===== src/rtl/sram_access_timer.sv =====
module sram_access_timer #(
  parameter int ACCESS_CYC = 3,
  parameter int AW         = 11,
  localparam int CW        = $clog2(ACCESS_CYC + 1)
) (
  input  logic          clk,
  input  logic          rst_n,
  input  logic          rd_req,
  input  logic [AW-1:0] addr,
  output logic          ready
);
  logic [CW-1:0] cnt_q, cnt_d;
  logic          rd_q;
  logic [AW-1:0] addr_q;
  logic          restart;

  assign restart = !rd_q || (addr != addr_q);

  always_comb begin
    cnt_d = cnt_q;
    if (!rd_req)                           cnt_d = '0;
    else if (restart)                      cnt_d = CW'(1);
    else if (cnt_q != CW'(ACCESS_CYC))     cnt_d = cnt_q + CW'(1);
  end

  always_ff @(posedge clk or negedge rst_n) begin
    if (!rst_n) begin
      cnt_q  <= '0;
      rd_q   <= 1'b0;
      addr_q <= '0;
    end else begin
      cnt_q  <= cnt_d;
      rd_q   <= rd_req;
      addr_q <= addr;
    end
  end

  assign ready = rd_req && !restart && (cnt_q == CW'(ACCESS_CYC));
endmodule


===== config.mk =====
export PLATFORM = sky130hd
export DESIGN_NAME = sram_access_timer
export DESIGN_NICKNAME = d
export VERILOG_FILES = /design/src/rtl/sram_access_timer.sv
export SDC_FILE = /design/constraint.sdc
export NUM_CORES = 1
export LEC_CHECK = 0
export ABC_AREA = 1
export CORE_UTILIZATION = 52
export CTS_CLUSTER_DIAMETER = 30
export DETAILED_ROUTE_END_ITERATION = 8
export DONT_BUFFER_PORTS = 1
export PLACE_DENSITY = 0.75
export SYNTH_ARGS = -nofsm -noshare
export SYNTH_HDL_FRONTEND = slang
export SYNTH_SLANG_ARGS = --single-unit

===== constraint.sdc =====
create_clock -name clk -period 1.2 [get_ports clk]
set_clock_uncertainty 0.05 [all_clocks]
set_input_delay 0.18 -clock clk [delete_from_list [all_inputs] [get_ports clk]]
set_output_delay 0.18 -clock clk [all_outputs]
set_load 0.005 [all_outputs]

# Word-level counts from Yosys, hierarchy flattened
# Index checks and enable logic that the tools add are counted.
# Widths: inputs -> output; s select.
# op_classes
n_addsub,1
eq_ne,4
muxes,3
n_reduce_logical,5
# ops
op,n
$ne 11x11->1,1
$mux 2,3
$ne 3x1->1 const B,1
$add 2x1->2 const B,1
$eq 2x2->1 const B,1
$logic_and 1x1->1,2
$logic_not 1->1,2
$ne 2x2->1 const B,1
$logic_or 1x1->1,1
# totals
register_bits,14
wordCells,16

# Longest topological paths before layout
# Gate-level depths: netlist of the first run.
# logic_depth
word_depth,5
depth_mapped,9
depth_no_buf,9

# Worst setup path after synthesis of the first run
# No wires, ideal clock.
# synth_timing
path_kind,flip-flop to output port
start,reg addr_q[9]
end,out ready
t_arrival_ps,891
setup_slack_ps,79
path_stages_with_launch,8
path_buffers,0
cell_sequence,dfrtp_1 > nand2_1 > nand2_1 > nor2_1 > nand2_1 > nor2_1 > nand3_1 > nor2_1
# synth_via
elab_chain_len,5
# synth_lines
item,line,text
start: declaration,14,logic [AW-1:0] addr_q;
start signal: assignment,34,addr_q <= addr;
$ne 11x11->1,17,assign restart = !rd_q || (addr != addr_q);
$logic_or 1x1->1,17,
$logic_not 1->1,38,assign ready = rd_req && !restart && (cnt_q == CW'(ACCESS_CYC));
$logic_and 1x1->1 (2 in series),38,
end: declaration,10,output logic ready
# Every way passes these cells.

# Worst setup path in the final report of the first run
# layout_timing
start,reg addr_q[5]
end,out ready
# Same word-level chain as after synthesis.

==> impl_metrics.py, run 1 <==
metrics = {
    "setup_path": {
        "worstRegToRegCells": 10,
        "path_cells": "nand2_1 > nand2_1 > nor2_1 > nand2_1 > nor2_2 > nand3_2 > nor2_2",
        "worstSetupPathType": "flip-flop to output port",
        "path_depth": 7,
        "critPathBufInv": 0,
        "end_kind": "output port",
        "critical_path_peak_fanout": 2,
        "max_stage_delay_ps": 390,
        "setup.worst_path.start_class": "flip-flop",
        "required_ps": 970,
        "cp_slowest_cell": "dfrtp_1",
        "arrival_ps": 1330,
        "cp_top_family": "simple AND/OR/NAND/NOR gates",
        "path_common_cell": "nand2_1",
    },
    "die": {
        "start_util_pct": 59.92,
        "die_area_mm2": 0.001519,
        "fp.dieW_um": 38.97,
        "rows": 12,
        "coreArea_mm2": 0.001186,
        "ioPinCount": 15,
        "die_h_um": 38.97,
    },
    "finish": {
        "fin_nets": 138,
        "postLayoutCoreUtil_pct": 81.96,
        "final_area_um2": 972.2,
        "fin_cells": 136,
        "drive_gt1_share_pct": 19.67,
        "area_growth_pct": 36.80,
        "n_antenna_cell": 0,
    },
    "grt": {
        "grt_max_degree": 15,
        "grt_pass1_vias": 675,
        "grt_util_all_layers_pct": 26.19,
        "antenna_found_initial": 0,
        "grt_pass1_wl_um": 2518,
        "grt_overflow": 0,
    },
    "clock_network": {
        "cts_tree": "built",
        "clk_path_buf_depth": 2,
        "cts_max_level": 1,
        "root_buffer": "clkbuf_4",
        "insertion_delay_ps": 290,
        "numCtsBuffers": 3,
        "cts.sinks": 14,
        "cts.clk_slew.worst_paths_ps": 90,
    },
    "timing": {
        "relSlewSlack_pct": 59.61,
        "worstMarginPinSlew_ps": 603.9,
        "post-route-min-period_ps": 1563,
        "tns_ps": -519.6,
        "rsz0062_at_grt": "yes",
        "setup_viol": 3,
        "finalHoldViolCount": 0,
        "drv_slew": 0,
        "fmax_mhz": 639.8,
        "postLayoutSetupSlackWorst_ps": -362.9,
        "finalCritPeriodShare_pct": 130.2,
    },
    "route": {
        "routed_wl_um": 1615,
        "ant_nets": 0,
        "drt-initial-drc-count": 12,
        "drc": 0,
        "dr_total_vias": 668,
        "detail_route.wl_per_cell_um": 11.88,
        "avgViaCountPerCell": 4.912,
        "first_pass_iters": 4,
    },
    "run": {
        "cap_violations": 0,
    },
    "placement": {
        "place.detailed.hpwl_um": 1088,
        "dpl.cell_count": 115,
        "placed_cell_area_um2": 735.7,
        "gp_congestion": 0.8573,
        "port_buffers": 0,
    },
    "yosys": {
        "ys_seq_area_share_pct": 49.30,
        "ys_async_sr_fraction_pct": 100.0,
        "synthDistinctLibCells": 11,
        "yosysMostFrequentCell": "nand2_1",
        "synthMuxAreaShare_pct": 1.408,
        "synthAdderAreaFrac_pct": 1.761,
        "synth_simple_gate_area_share_pct": 33.45,
        "syn_nets": 115,
        "synth_edf_count": 0,
        "yosysWarnings": 0,
        "synth_compound_area_share_pct": 0.7042,
        "synth_top_family_by_area": "simple AND/OR/NAND/NOR gates",
        "netlist_top_cells_area": "dfrtp_1 49%, nand2_1 20%, inv_1 12%, nor2_1 7.4%, nand4_1 2.6%",
        "synth_seq_cells": 14,
        "synth_commonest_cells": "37 x nand2_1, 23 x inv_1, 14 x dfrtp_1, 14 x nor2_1",
        "synth_xor_area_share_pct": 1.232,
        "syn_area_um2": 710.7,
        "synth_top_cell_by_area": "dfrtp_1",
        "synth_top_area_share_pct": 49.30,
        "syn_inst": 100,
        "syn_avg_cell_area_um2": 7.107,
        "synth-main-ff-cell": "dfrtp_1",
    },
    "pwr": {
        "powerDensity_mw_per_mm2": 1042,
        "leakage_nw": 0.5439,
        "ir_drop_mv": 0.7557,
    },
    "hold_path": {
        "hold_path.class": "input port to flip-flop",
        "hold_depth": 3,
    },
    "status": {
        "violations": "setup timing",
        "outcome": "finished, violations left",
    },
}
==> flip-flops by register name, indices dropped and copies added (netlist names) <==
name    count
rd_q        1
addr_q     11
cnt_q       2
==> through the flow <==
stage | total power, mW | worst slack [ps] | hold slack (ps)
6_report | 1.013 | -362.9 | 69.08
5_1_grt | 1.056 | -445.7 | 79.05
4_1_cts | 1.001 | -359.0 | 205.6
3_5_place_dp | 0.6036 | -61.11 | -165.3
3_3_place_gp | 0.5983 | -4.807 | -165.3
2_1_floorplan | 0.5836 | 79.41 | -165.6
==> placed cells by master, fill, tap and decap left out <==
cell | synthesis | final
mux2i_1 | 1 | 1
nand2_1 | 37 | 31
buf_4 | 0 | 3
nand4_1 | 3 | 3
clkbuf_8 | 0 | 1
dlygate4sd3_1 | 0 | 13
nand3_1 | 3 | 2
xor2_1 | 1 | 1
nor2_1 | 14 | 9
buf_6 | 0 | 2
o21ai_1 | 0 | 1
nor2_2 | 0 | 5
inv_2 | 0 | 1
or2_2 | 2 | 2
nand2_2 | 0 | 6
clkbuf_4 | 0 | 3
dfrtp_1 | 14 | 14
ha_1 | 1 | 1
inv_1 | 23 | 22
nand3_2 | 0 | 1
==> cell families after synthesis <==
logic type / count (synthesis)
simple gates: 59
buf+inv: 23
flops: 14
compound gates: 1
xor+xnor: 1
mux: 1
fa+ha+maj: 1
==> worst register-to-register path: cells and delay by family, from the launching register on <==
| kind | cells | cell delay (ps) |
|---|---|---|
| buffers and inverters | 3 | 220 |
| flip-flops | 1 | 390 |
| AND/OR/NAND/NOR | 7 | 560 |
==> area by class of cell <==
cell class / instances / area (um^2)
Clock buffer: 4 / 36.28
Fill cell: 77 / 214.0
Inverter: 23 / 86.33
Multi-Input combinational cell: 63 / 306.5
Sequential cell: 14 / 350.3
Tap cell: 14 / 17.52
Timing Repair Buffer: 18 / 175.2
==> what timing repair did <==
| action | 4_1_cts | 5_1_grt |
|---|---|---|
| endpoints found under the hold margin | 27 | 0 |
| setup buffers | 9 | 2 |
| endpoints found under the setup margin | 1 | 3 |
| resized for setup | 6 | 10 |
| hold buffers | 13 | 0 |
| pin swaps | 10 | 9 |
==> layer usage <==
layer / share of wire (%) / track usage (%) / vias to the layer above
met5: 0 / 0 / -
met2: 50 / 47.50 / 24
met3: 4.5 / 5.780 / 7
li1: - / - / 338
met4: 2.8 / 15.52 / 0
met1: 43 / 26.87 / 299
==> power by group <==
part,switching [mW],internal [mW],total [mW]
registers,0.0127,0.494,0.506
clock network,0.167,0.185,0.352
logic,0.0774,0.0768,0.154
total,0.257,0.755,1.01
==> final timing paths <==
path | slack (ps) | startpoint | endpoint
worst min register to register | 540 | cnt_q[1] | cnt_q[1]
max in group asynchronous | 430 | rst_n | addr_q[1]
worst max-delay path | -360 | addr_q[5] | ready
worst max register to register | -110 | addr_q[6] | cnt_q[0]
worst min-delay path | 70 | rd_req | cnt_q[1]
min in group asynchronous | 280 | rst_n | addr_q[8]
Power figures use the tool's default switching activity.
==> inputs of run 2 (changes only) <==
--- a/config.mk
+++ b/config.mk
@@ -7,6 +7,7 @@
 export LEC_CHECK = 0
 export ABC_AREA = 1
 export CORE_UTILIZATION = 52
+export CTS_BUF_LIST = sky130_fd_sc_hd__clkbuf_4 sky130_fd_sc_hd__clkbuf_8
 export CTS_CLUSTER_DIAMETER = 30
 export DETAILED_ROUTE_END_ITERATION = 8
 export DONT_BUFFER_PORTS = 1
==> constraint.sdc (replaced) <==
create_clock -name clk -period 1.2 [get_ports clk]
set_clock_uncertainty 0.05 [all_clocks]
set_input_delay 0.24 -clock clk [delete_from_list [all_inputs] [get_ports clk]]
set_output_delay 0.24 -clock clk [all_outputs]
set_load 0.005 [all_outputs]
==> impl_metrics.py, run 2 (synthesis results as in run 1) <==
metrics = {
    "placement": {
        "place.detailed.hpwl_um": 1069,
        "gp_congestion": 0.8553,
        "dp_slack_ps": -118.2,
        "port_buffers": 0,
        "placed_cell_area_um2": 795.8,
    },
    "timing": {
        "finalCritPeriodShare_pct": 135.6,
        "postLayoutSetupSlackWorst_ps": -427.7,
        "rsz0062_at_grt": "yes",
        "worstMarginPinSlew_ps": 632.9,
        "setup_viol": 3,
        "finalHoldViolCount": 0,
        "drv_slew": 0,
        "fmax_mhz": 614.4,
        "relSlewSlack_pct": 57.67,
        "post-route-min-period_ps": 1628,
    },
    "die": {
        "rows": 12,
        "die_area_mm2": 0.001519,
        "die_h_um": 38.97,
        "ioPinCount": 15,
        "coreArea_mm2": 0.001186,
        "fp.dieW_um": 38.97,
        "start_util_pct": 59.92,
    },
    "hold_path": {
        "hold_depth": 2,
        "worstHoldStart": "rd_req",
        "hold_path.class": "input port to flip-flop",
        "min_to": "cnt_q[0]",
    },
    "setup_path": {
        "cp_slowest_cell": "dfrtp_1",
        "path_common_cell": "nand2_1",
        "setup.worst_path.start_class": "flip-flop",
        "r2r-start": "addr_q[5]",
        "r2r_end": "cnt_q[1]",
        "worstRegToRegCells": 10,
        "max_stage_delay_ps": 370,
        "path_cells": "inv_1 > nand2_1 > nand2_1 > nor2_1 > nand2_1 > nor2_2 > nand3_2 > nor2_2",
        "arrival_ps": 1340,
        "required_ps": 910,
        "r2r_slack_ps": -170,
        "worstSetupPathType": "flip-flop to output port",
        "end_kind": "output port",
        "critical_path_peak_fanout": 2,
    },
    "pwr": {
        "leakage_nw": 0.5726,
        "clock_power_share_pct": 33.7,
        "intPower_mw": 0.7670,
        "seqPwrFrac_pct": 49.4,
        "switchingPower_mw": 0.2563,
        "ir_drop_mv": 1.286,
        "combPwrFrac_pct": 16.9,
        "sw_frac_of_total_pct": 25.04,
        "powerDensity_mw_per_mm2": 999.8,
    },
    "finish": {
        "fin_nets": 144,
        "final_common_cell": "nand2_1",
        "num-fill-cells": 61,
        "postLayoutCoreUtil_pct": 86.29,
        "drive_gt1_share_pct": 24.22,
        "reg_top3": "addr_q (11), cnt_q (2), rd_q (1)",
        "n_antenna_cell": 0,
        "final_cell_mix": "28 x nand2_1, 23 x inv_1, 14 x dfrtp_1",
        "regMostFlops": "addr_q",
        "area_growth_pct": 44.01,
        "largest_register_ff_count": 11,
        "final_area_mm2": 0.001023,
    },
    "grt": {
        "antenna_found_initial": 0,
        "grt_pass1_wl_um": 2346,
        "grt_pass1_vias": 631,
        "grt_max_degree": 15,
        "grt_util_all_layers_pct": 25.00,
        "grt_overflow": 0,
    },
    "clock_network": {
        "insertion_delay_ps": 290,
        "cts.clk_slew.worst_paths_ps": 80,
        "numCtsBuffers": 3,
        "clk_path_buf_depth": 2,
        "cts_tree": "built",
        "cts.sinks": 14,
        "cts_max_level": 1,
        "root_buffer": "clkbuf_4",
    },
    "status": {
        "outcome": "finished, violations left",
        "violations": "setup timing",
    },
    "route": {
        "drc": 0,
        "routed_wl_um": 1692,
        "detail_route.wl_per_cell_um": 11.92,
        "drt-initial-drc-count": 14,
        "dr_total_vias": 682,
        "ant_nets": 0,
        "avgViaCountPerCell": 4.803,
        "first_pass_iters": 4,
    },
    "run": {
        "cap_violations": 0,
    },
}
run 2: changes by cell type in the layout (fill, tap and decap cells not counted):
cell,previous run,this run
nand2_2,6,9
nor2_1,9,10
nor2_4,0,1
buf_4,3,10
inv_2,1,0
nand2_1,31,28
inv_1,22,23
buf_6,2,1
nor2_2,5,3
run 2: how the worst max path moves through the flow:
stage              start     to  slack, ps  cells after the start
2_1_floorplan  addr_q[9]  ready         20                      7
3_3_place_gp   addr_q[8]  ready        -70                      7
3_5_place_dp   addr_q[9]  ready       -120                      7
4_1_cts        addr_q[3]  ready       -410                      7
5_1_grt        addr_q[5]  ready       -480                      8
6_report       addr_q[5]  ready       -430                      8
run 2: cell type report:
class	instances	area (um^2)	area share [%]
inverters	23	86.33	8.435
repair buffers	24	216.5	21.15
multi-input cells	63	316.6	30.93
flip-flops and latches	14	350.3	34.23
clock buffers	4	36.28	3.545
well taps	14	17.52	1.711
run 2: what timing repair did:
| item | CTS | global route |
|---|---|---|
| pin swaps | 1 | 10 |
| hold buffers | 13 | 0 |
| endpoints found under the hold margin | 26 | 0 |
| buffers inserted | 5 | 2 |
| gates resized for setup | 3 | 15 |
| endpoints found under the setup margin | 3 | 3 |
run 2: critical path: cells and delay by family (launching register included):
| family | cells | cell delay, ps |
|---|---|---|
| buffers and inverters | 1 | 40 |
| flip-flops | 1 | 370 |
| AND/OR/NAND/NOR | 7 | 640 |
run 2: power by group through the flow:
stage                     clock, mW  combinational (mW)  sequential (mW)
after CTS                     0.351               0.153            0.504
after global placement            0               0.104            0.513
after detailed placement          0               0.109            0.514
after global routing          0.369               0.191            0.508
after floorplan                   0              0.0720            0.512
final                         0.345               0.173            0.505
run 2: metrics by stage:
stage          power [mW]  cells  setup TNS, ps  hold WS (ps)
4_1_cts             1.008    141         -577.3         18.77
2_1_floorplan      0.5836    100              0        -105.6
5_1_grt             1.068    142         -880.8         24.56
3_5_place_dp       0.6230    123         -133.2        -105.3
6_report            1.023    142         -625.9         18.47
3_3_place_gp       0.6169    123         -69.75        -105.3
run 2: metal layers:
layer	global-route usage [%]	routed length (um)	up-vias
met5	0	0	-
met4	15.52	44	0
met3	5.780	64	4
met2	42.50	864	22
met1	27.72	720	308
li1	-	-	348
==> inputs of run 3 (changes only) <==
--- a/config.mk
+++ b/config.mk
@@ -6,12 +6,13 @@
 export NUM_CORES = 1
 export LEC_CHECK = 0
 export ABC_AREA = 1
+export CORE_MARGIN = 2
 export CORE_UTILIZATION = 52
 export CTS_BUF_LIST = sky130_fd_sc_hd__clkbuf_4 sky130_fd_sc_hd__clkbuf_8
 export CTS_CLUSTER_DIAMETER = 30
 export DETAILED_ROUTE_END_ITERATION = 8
 export DONT_BUFFER_PORTS = 1
-export PLACE_DENSITY = 0.75
+export PLACE_DENSITY = 0.67
 export SYNTH_ARGS = -nofsm -noshare
 export SYNTH_HDL_FRONTEND = slang
 export SYNTH_SLANG_ARGS = --single-unit
==> constraint.sdc (replaced) <==
create_clock -name clk -period 1.6 [get_ports clk]
set_clock_uncertainty 0.05 [all_clocks]
set_input_delay 0.32 -clock clk [delete_from_list [all_inputs] [get_ports clk]]
set_output_delay 0.32 -clock clk [all_outputs]
set_load 0.005 [all_outputs]
==> impl_metrics.py, run 3 (synthesis results as in run 1) <==
metrics = {
    "status": {
        "outcome": "finished, violations left",
        "violations": "setup timing",
    },
    "setup_path": {
        "end_kind": "output port",
        "cp_slowest_cell": "dfrtp_1",
        "arrival_ps": 1320,
        "worstSetupPathType": "flip-flop to output port",
        "setup.worst_path.start_class": "flip-flop",
        "critical_path_peak_fanout": 2,
        "max_stage_delay_ps": 380,
        "path_cells": "nand2_1 > nand2_1 > nor2_1 > nand2_1 > nor2_1 > nand3_1 > nor2_2",
        "required_ps": 1230,
        "path_common_cell": "nand2_1",
    },
    "die": {
        "coreArea_mm2": 0.001285,
        "die_area_mm2": 0.001679,
        "fp.dieW_um": 40.97,
        "start_util_pct": 55.31,
        "rows": 13,
        "ioPinCount": 15,
        "die_h_um": 40.97,
    },
    "grt": {
        "grt_overflow": 0,
        "grt_util_all_layers_pct": 18.79,
        "grt_pass1_vias": 545,
        "grt_max_degree": 15,
        "antenna_found_initial": 0,
        "grt_pass1_wl_um": 1966,
    },
    "finish": {
        "num-fill-cells": 116,
        "postLayoutCoreUtil_pct": 65.82,
        "final_common_cell": "nand2_1",
        "drive_gt1_share_pct": 9.009,
        "final_cell_mix": "35 x nand2_1, 23 x inv_1, 14 x dfrtp_1",
        "n_antenna_cell": 0,
        "reg_top3": "addr_q (11), cnt_q (2), rd_q (1)",
        "regMostFlops": "addr_q",
        "largest_register_ff_count": 11,
        "fin_cells": 126,
        "area_growth_pct": 19.01,
        "fin_nets": 128,
    },
    "clock_network": {
        "clk_path_buf_depth": 2,
        "insertion_delay_ps": 280,
        "numCtsBuffers": 3,
        "cts_max_level": 1,
        "cts_tree": "built",
        "root_buffer": "clkbuf_4",
        "cts.sinks": 14,
        "cts.clk_slew.worst_paths_ps": 80,
    },
    "pwr": {
        "ir_drop_mv": 0.5472,
        "powerDensity_mw_per_mm2": 785.6,
        "leakage_nw": 0.4935,
    },
    "timing": {
        "post-route-min-period_ps": 1686,
        "worstMarginPinSlew_ps": 629.2,
        "rsz0062_at_grt": "yes",
        "drv_slew": 0,
        "finalCritPeriodShare_pct": 105.4,
        "finalHoldViolCount": 0,
        "setup_viol": 1,
        "holdWs_ps": 15.54,
        "tns_ps": -86.40,
        "postLayoutSetupSlackWorst_ps": -86.40,
        "relSlewSlack_pct": 57.91,
        "fmax_mhz": 593.0,
    },
    "run": {
        "cap_violations": 0,
    },
    "route": {
        "routed_wl_um": 1271,
        "first_pass_iters": 3,
        "drc": 0,
        "dr_total_vias": 582,
        "drt-initial-drc-count": 11,
        "avgViaCountPerCell": 4.619,
        "ant_nets": 0,
        "detail_route.wl_per_cell_um": 10.09,
    },
    "placement": {
        "gp_congestion": 0.7767,
        "place.detailed.hpwl_um": 966.3,
        "port_buffers": 0,
        "dp_slack_ps": 232.4,
        "dpl.cell_count": 115,
    },
    "hold_path": {
        "hold_path.class": "input port to flip-flop",
    },
}
==> run 3: routing by layer <==
metal | track usage (%) | vias up | share of wire (%)
met5 | 0 | - | 0
met4 | 10.00 | 0 | 2.3
met3 | 4.891 | 5 | 4.3
met2 | 30.47 | 12 | 43
met1 | 22.49 | 248 | 50
li1 | - | 317 | -
==> run 3: worst max-delay path: cells and delay by family (launching register included) <==
kind,cells,cell delay [ps]
flip-flops,1,380
AND/OR/NAND/NOR,7,660
==> run 3: power breakdown <==
part           leakage, nW  internal, mW  switching [mW]
Clock               0.0138        0.0873           0.110
Combinational        0.314        0.0405          0.0491
Sequential           0.165         0.370         0.00778
==> run 3: area by class of cell <==
type	count	area, um^2	share of cell area (%)
clock buffers	3	22.52	2.663
inverters	23	86.33	10.21
multi-input cells	63	287.8	34.02
flip-flops and latches	14	350.3	41.42
well taps	15	18.77	2.219
repair buffers	8	80.08	9.467
==> run 3: path summary, 6_finish.rpt <==
check / slack, ps / to / depth (start not counted) / start
max: -90 / ready / 7 / addr_q[3]
max reg2reg: 440 / cnt_q[1] / 7 / addr_q[3]
min reg2reg: 530 / cnt_q[1] / 2 / cnt_q[1]
min in group asynchronous: 450 / addr_q[4] / 1 / rst_n
max in group asynchronous: 650 / addr_q[8] / 1 / rst_n
min: 20 / addr_q[10] / 0 / addr[10]
==> run 3: timing repair <==
item / 4_1_cts / 5_1_grt
gates cloned: 0 / 0
resized for setup: 1 / 5
setup endpoints to repair: 1 / 1
hold endpoints to repair: 14 / 7
pin swaps: 1 / 1
buffers inserted: 0 / 0
hold buffers: 1 / 7
==> run 3: per-stage QoR <==
step | instance area [um^2] | power (mW)
finish | 845.8 | 0.6645
detailed placement | 729.5 | 0.4490
global placement | 729.5 | 0.4479
CTS | 762.0 | 0.6511
global route | 845.8 | 0.6993
floorplan | 710.7 | 0.4377
